**src/rtl/retrig_oneshot.sv**
```systemverilog
module retrig_oneshot #(
  parameter int CNT_W = 8
) (
  input  logic             clk,
  input  logic             rst_n,
  input  logic             trig_rise,
  input  logic             trig_fall,
  input  logic             clr_n,
  input  logic [CNT_W-1:0] period,
  output logic             q,
  output logic             q_n
);

  logic [1:0]       rise_sync, fall_sync;
  logic             rise_dly, fall_dly;
  logic [CNT_W-1:0] cnt, cnt_nx;

  always_ff @(posedge clk or negedge rst_n) begin
    if (!rst_n) begin
      rise_sync <= '0;
      fall_sync <= '0;
      rise_dly  <= 1'b0;
      fall_dly  <= 1'b0;
    end else begin
      rise_sync <= {rise_sync[0], trig_rise};
      fall_sync <= {fall_sync[0], trig_fall};
      rise_dly  <= rise_sync[1];
      fall_dly  <= fall_sync[1];
    end
  end

  wire rise_ok = rise_sync[1] & ~rise_dly & fall_sync[1];
  wire fall_ok = ~fall_sync[1] & fall_dly & ~rise_sync[1];
  wire fire    = rise_ok | fall_ok;

  always_comb begin
    if (!clr_n)         cnt_nx = '0;
    else if (fire)      cnt_nx = period;
    else if (cnt != '0) cnt_nx = cnt - 1'b1;
    else                cnt_nx = cnt;
  end

  always_ff @(posedge clk or negedge rst_n) begin
    if (!rst_n) begin
      cnt <= '0;
      q   <= 1'b0;
      q_n <= 1'b1;
    end else begin
      cnt <= cnt_nx;
      q   <= (cnt_nx != '0);
      q_n <= (cnt_nx == '0);
    end
  end

  assert_complement_R10: assert property (@(posedge clk) disable iff (!rst_n)
    q != q_n);

  assert_clear_wins_R7: assert property (@(posedge clk) disable iff (!rst_n)
    !clr_n |=> (!q && q_n));

  assert_reload_R6: assert property (@(posedge clk) disable iff (!rst_n)
    (clr_n && fire) |=> (cnt == $past(period)));

  assert_countdown_R3: assert property (@(posedge clk) disable iff (!rst_n)
    (clr_n && !fire && cnt != '0) |=> (cnt == $past(cnt) - 1'b1));

  assert_stay_idle_R5: assert property (@(posedge clk) disable iff (!rst_n)
    (clr_n && !fire && cnt == '0) |=> !q);

  assert_zero_period_R11: assert property (@(posedge clk) disable iff (!rst_n)
    (clr_n && fire && period == '0) |=> !q);

endmodule

```
**config.mk**
```make
export PLATFORM = sky130hd
export DESIGN_NAME = retrig_oneshot
export DESIGN_NICKNAME = d
export VERILOG_FILES = /design/src/rtl/retrig_oneshot.sv
export SDC_FILE = /design/constraint.sdc
export NUM_CORES = 1
export LEC_CHECK = 0
export BUFFER_PORTS_ARGS = -buffer_cell sky130_fd_sc_hd__buf_2
export CORE_MARGIN = 5
export CORE_UTILIZATION = 45
export DETAILED_ROUTE_END_ITERATION = 7
export PLACE_DENSITY = 0.78
export SLEW_MARGIN = 20
export SYNTH_ARGS = -nofsm -noshare
export SYNTH_HDL_FRONTEND = slang
export SYNTH_SLANG_ARGS = --single-unit
```
**constraint.sdc**
```tcl
create_clock -name clk -period 3.5 [get_ports clk]
set_input_delay 1.05 -clock clk [delete_from_list [all_inputs] [get_ports clk]]
set_output_delay 1.05 -clock clk [all_outputs]
set_load 0.1 [all_outputs]
```
-- Word-level counts from Yosys, hierarchy flattened
Index checks and enable logic that the tools add are counted.
- add/sub/neg operators: 1
- multiplexer cells: 3
- bitwise gates (word level): 8
- reduce and logical (&&, ||, !) cells: 3
- operators with widths (cell ; number):
    $mux 8 ; 3
    $reduce_bool 8->1 ; 2
    $logic_not 8->1 ; 1
    $sub 8x1->8 const B ; 1
    $and 1x1->1 ; 4
    $not 1->1 ; 3
    $or 1x1->1 ; 1
- register bits: 16
- bits of input ports: 13
- output and inout bits: 2
- word-level logic and storage cells: 22

-- Depth between registers and ports, before layout
- word-level depth: 7
- depth in mapped cells: 7
- gate-level depth less buffers: 7

-- Least setup slack after synthesis
No wires, ideal clock.
- path type: flip-flop to flip-flop
- start: reg cnt[0]
- end: reg q_n
- library setup time: 0.079 ns
- data arrival time: 2.188 ns
- required time: 3.421 ns
- path slack: 1.233 ns
- stages on the path, launching flop included: 8
- path buffers: 0
- clock period less this slack: 2.267 ns
- path through: dfrtp_1 -> inv_1 -> ha_1 -> or4b_4 -> or4b_4 -> a311oi_2 -> nor3_1 -> and4b_1
- word-level cells in the longest chain between the ends: 5
- elaborated cells on any way between the ends: 6
- those cells by class: add/sub: 1; mux: 3; reduce/logical: 2
- RTL lines (element ; RTL line ; source):
    start: declaration ; 16 ; logic [CNT_W-1:0] cnt, cnt_nx;
    start signal: assignment ; 49 ; cnt <= cnt_nx;
    $sub 8x1->8 or $reduce_bool 8->1 (tied branches) ; 39 ; else if (cnt != '0) cnt_nx = cnt - 1'b1;
    $mux 8 (*) ; 39 ;
    $mux 8 (*) ; 38 ; else if (fire) cnt_nx = period;
    $mux 8 (*) ; 37 ; if (!clr_n) cnt_nx = '0;
    named net cnt_nx[6] ; 16 ;
    $logic_not 8->1 (*) ; 51 ; q_n <= (cnt_nx == '0);
    end signal: assignment ; 51 ;
    end: declaration ; 11 ; output logic q_n
The timed path passes the listed nets; every way through them passes the cells marked *.

-- Final worst setup path
Ends and elaborated chain as after synthesis.

==> impl_metrics.py <==
metrics = {
    "route": {
        "firstDrtPassIters": 4,
        "routed_wl_mm": 1.59,
        "wl_met2_um": 789,
        "maxUsedRoutingLayer": "met4",
        "drtIter0Drc": 14,
        "met1_length_um": 670,
        "via_per_inst": 5.74,
        "drc_errors": 0,
        "wl_met3_um": 92,
        "drtAntennaViolNets": 0,
        "vias": 666,
        "post_drt_wl_per_cell_um": 13.7,
    },
    "critical_path": {
        "required_ns": 3.72,
        "r2r_setup_slack_ns": 1.01,
        "start_kind": "register",
        "slowest_stage": "or4b_4",
        "crit_top_cell": "or4b_4",
        "cp_data_arrival_time_ns": 2.70,
        "path_class": "register to register",
        "path_cells": "inv_1, ha_1, or4b_4, or4b_4, a311oi_2, nor3_1, and4b_1",
        "reg2reg_depth": 7,
        "end_kind": "register",
        "cpPeakStageDelay_ns": 0.54,
        "r2r-start": "cnt[0]",
        "rr_endpoint": "q_n",
        "worstPathMaxFanout": 5,
    },
    "synthesis": {
        "synth-main-ff-cell": "dfrtp_1",
        "avgSynthCellArea_um2": 10.8,
        "synthTopCellsByArea": "dfrtp_1, o21ai_0, or4b_4",
        "synth_edf_count": 0,
        "yosys_register_bits": 16,
        "synth_area_um2": 791,
        "synth_top_area_cell": "dfrtp_1",
        "synth_fp_nets": 87,
        "yosys-top-cells-count": "dfrtp_1, o21ai_0, nor3_1",
        "yosysSeqAreaShare": 0.508,
        "synth.most_common_cell": "dfrtp_1",
        "synthCells": 73,
        "synth_top_area_frac": 0.475,
        "synth_cell_types": 31,
        "synthArstFlopShare": 1.00,
        "yosys_warnings": 0,
    },
    "clock_tree": {
        "postCtsResizedCells": 0,
        "cts_made_buffers": 3,
        "cts.clk_slew.worst_paths_ns": 0.09,
        "root_buffer": "clkbuf_4",
        "cts_hold_buf": 0,
        "cts_tree": "yes",
        "htree_levels": 1,
        "cts_sinks": 16,
        "postCtsSetupRepairBufs": 0,
        "cts_buffer_depth": 2,
        "clk_latency_ns": 0.28,
    },
    "worst_hold_path": {
        "hold_start": "rise_sync[0]",
        "hp-class": "register to register",
        "holdPathEnd": "rise_sync[1]",
        "min_path_cells": 0,
    },
    "grt": {
        "antenna_found_initial": 0,
        "grt_max_degree": 17,
        "grt_pass1_vias": 656,
        "track_usage": 0.139,
        "grt_pass1_wl_mm": 2.76,
        "overflow": 0,
    },
    "timing": {
        "fin_hold_ws_ns": 0.359,
        "setup_slack_ns": 1.01,
        "setup_violations": 0,
        "tightest_slew_ns": 0.659,
        "worst_clock_skew_ns": 0.00289,
        "min_period_over_period": 0.711,
        "tns_ns": 0,
        "slew_headroom": 0.555,
        "hold_violations": 0,
        "maxSlewViolCount": 0,
        "rsz0062_at_grt": "false",
        "min_period_ns": 2.49,
        "fmax_mhz": 402,
    },
    "floorplanning": {
        "chipHeight_um": 51.9,
        "coreArea_mm2": 0.00171,
        "fp.dieW_um": 51.9,
        "row_count": 15,
        "initial_utilization": 0.463,
        "die-area_mm2": 0.00270,
        "io_pins": 15,
    },
    "cells_and_area": {
        "fin_area_um2": 918,
        "layout.nets": 106,
        "layout-drive-gt1-share": 0.242,
        "n_antenna_cell": 0,
        "syn2layout_area_growth_pct": 16.1,
    },
    "placed_design": {
        "dp_slack_ns": 1.02,
        "dp_hpwl_mm": 1.26,
        "port_buffers": 14,
        "gp_congestion": 0.867,
        "postPlaceCellArea_um2": 892,
    },
    "power": {
        "p_leak_nw": 0.405,
        "powerDensity_mw_per_mm2": 776,
        "peakVddDrop_uv": 696,
    },
    "run": {
        "maxCapViolCount": 0,
    },
    "outcome": {
        "status": "completed",
    },
}
==> through the flow <==
stage / std cells / power (mW) / util
finish: 116 / 0.713 / 0.538
global route: 116 / 0.758 / 0.538
CTS: 116 / 0.715 / 0.538
detailed placement: 112 / 0.614 / 0.522
global placement: 112 / 0.606 / 0.522
floorplan: 73 / 0.540 / -
==> where the power goes <==
part / switching, mW / total (mW) / internal, mW
Clock: 0.0543 / 0.0985 / 0.0443
Sequential: 0.0434 / 0.275 / 0.232
Combinational: 0.218 / 0.339 / 0.121
==> cells in the final DEF (no fill, tap or decap), types with 3 or more instances in the layout <==
cell type / netlist / final
o21ai_0: 6 / 6
dfrtp_1: 15 / 15
or4_1: 3 / 3
o31ai_1: 3 / 3
a21oi_1: 4 / 4
nor3_1: 5 / 5
and2_1: 4 / 4
clkbuf_4: 0 / 3
buf_2: 0 / 14
inv_1: 4 / 4
==> sequential cells by signal, summed over array words and instances, names as in the netlist <==
| register | flops |
|---|---|
| cnt | 8 |
| fall_sync | 2 |
| rise_sync | 2 |
| fall_dly | 1 |
| q | 1 |
| q_n | 1 |
| rise_dly | 1 |
==> cell families after synthesis <==
group	count (synthesis)	synth area share
AO/OA/AOI/OAI	21	0.184
XOR/XNOR	2	0.0222
adder cells (fa/ha/maj)	1	0.0158
buffers and inverters	4	0.0190
flip-flops	16	0.508
AND/OR/NAND/NOR	29	0.252
==> critical path, delay by kind of cell (launching register included) <==
kind | cells | cell delay (ns)
AND/OR/NAND/NOR | 4 | 1.38
flip-flops | 1 | 0.40
AO/OA/AOI/OAI | 1 | 0.32
adder cells (fa/ha/maj) | 1 | 0.23
buffers and inverters | 1 | 0.09
==> metal layers <==
metal,vias up,global-route usage
li1,316,-
met1,326,0.163
met2,19,0.224
met3,5,0.0315
met4,0,0.0917
met5,-,0
==> worst max-delay path by stage <==
stage               startpoint   to  depth (start not counted)  slack, ns
finish                  cnt[0]  q_n                          7       1.01
global placement        cnt[0]  q_n                          7       1.15
CTS                     cnt[0]  q_n                          7       1.01
detailed placement      cnt[0]  q_n                          7       1.02
global route            cnt[0]  q_n                          7       0.89
floorplan               cnt[0]  q_n                          7       1.23
==> cell type report <==
cell class / instances / area (um^2)
fill: 166 / 790
clock buffer: 4 / 26.3
inverter: 4 / 15.0
sequential: 16 / 402
multi-input combinational: 53 / 374
tap: 25 / 31.3
timing repair buffer: 14 / 70.1
No activity file was read; power rests on OpenSTA's default activity.
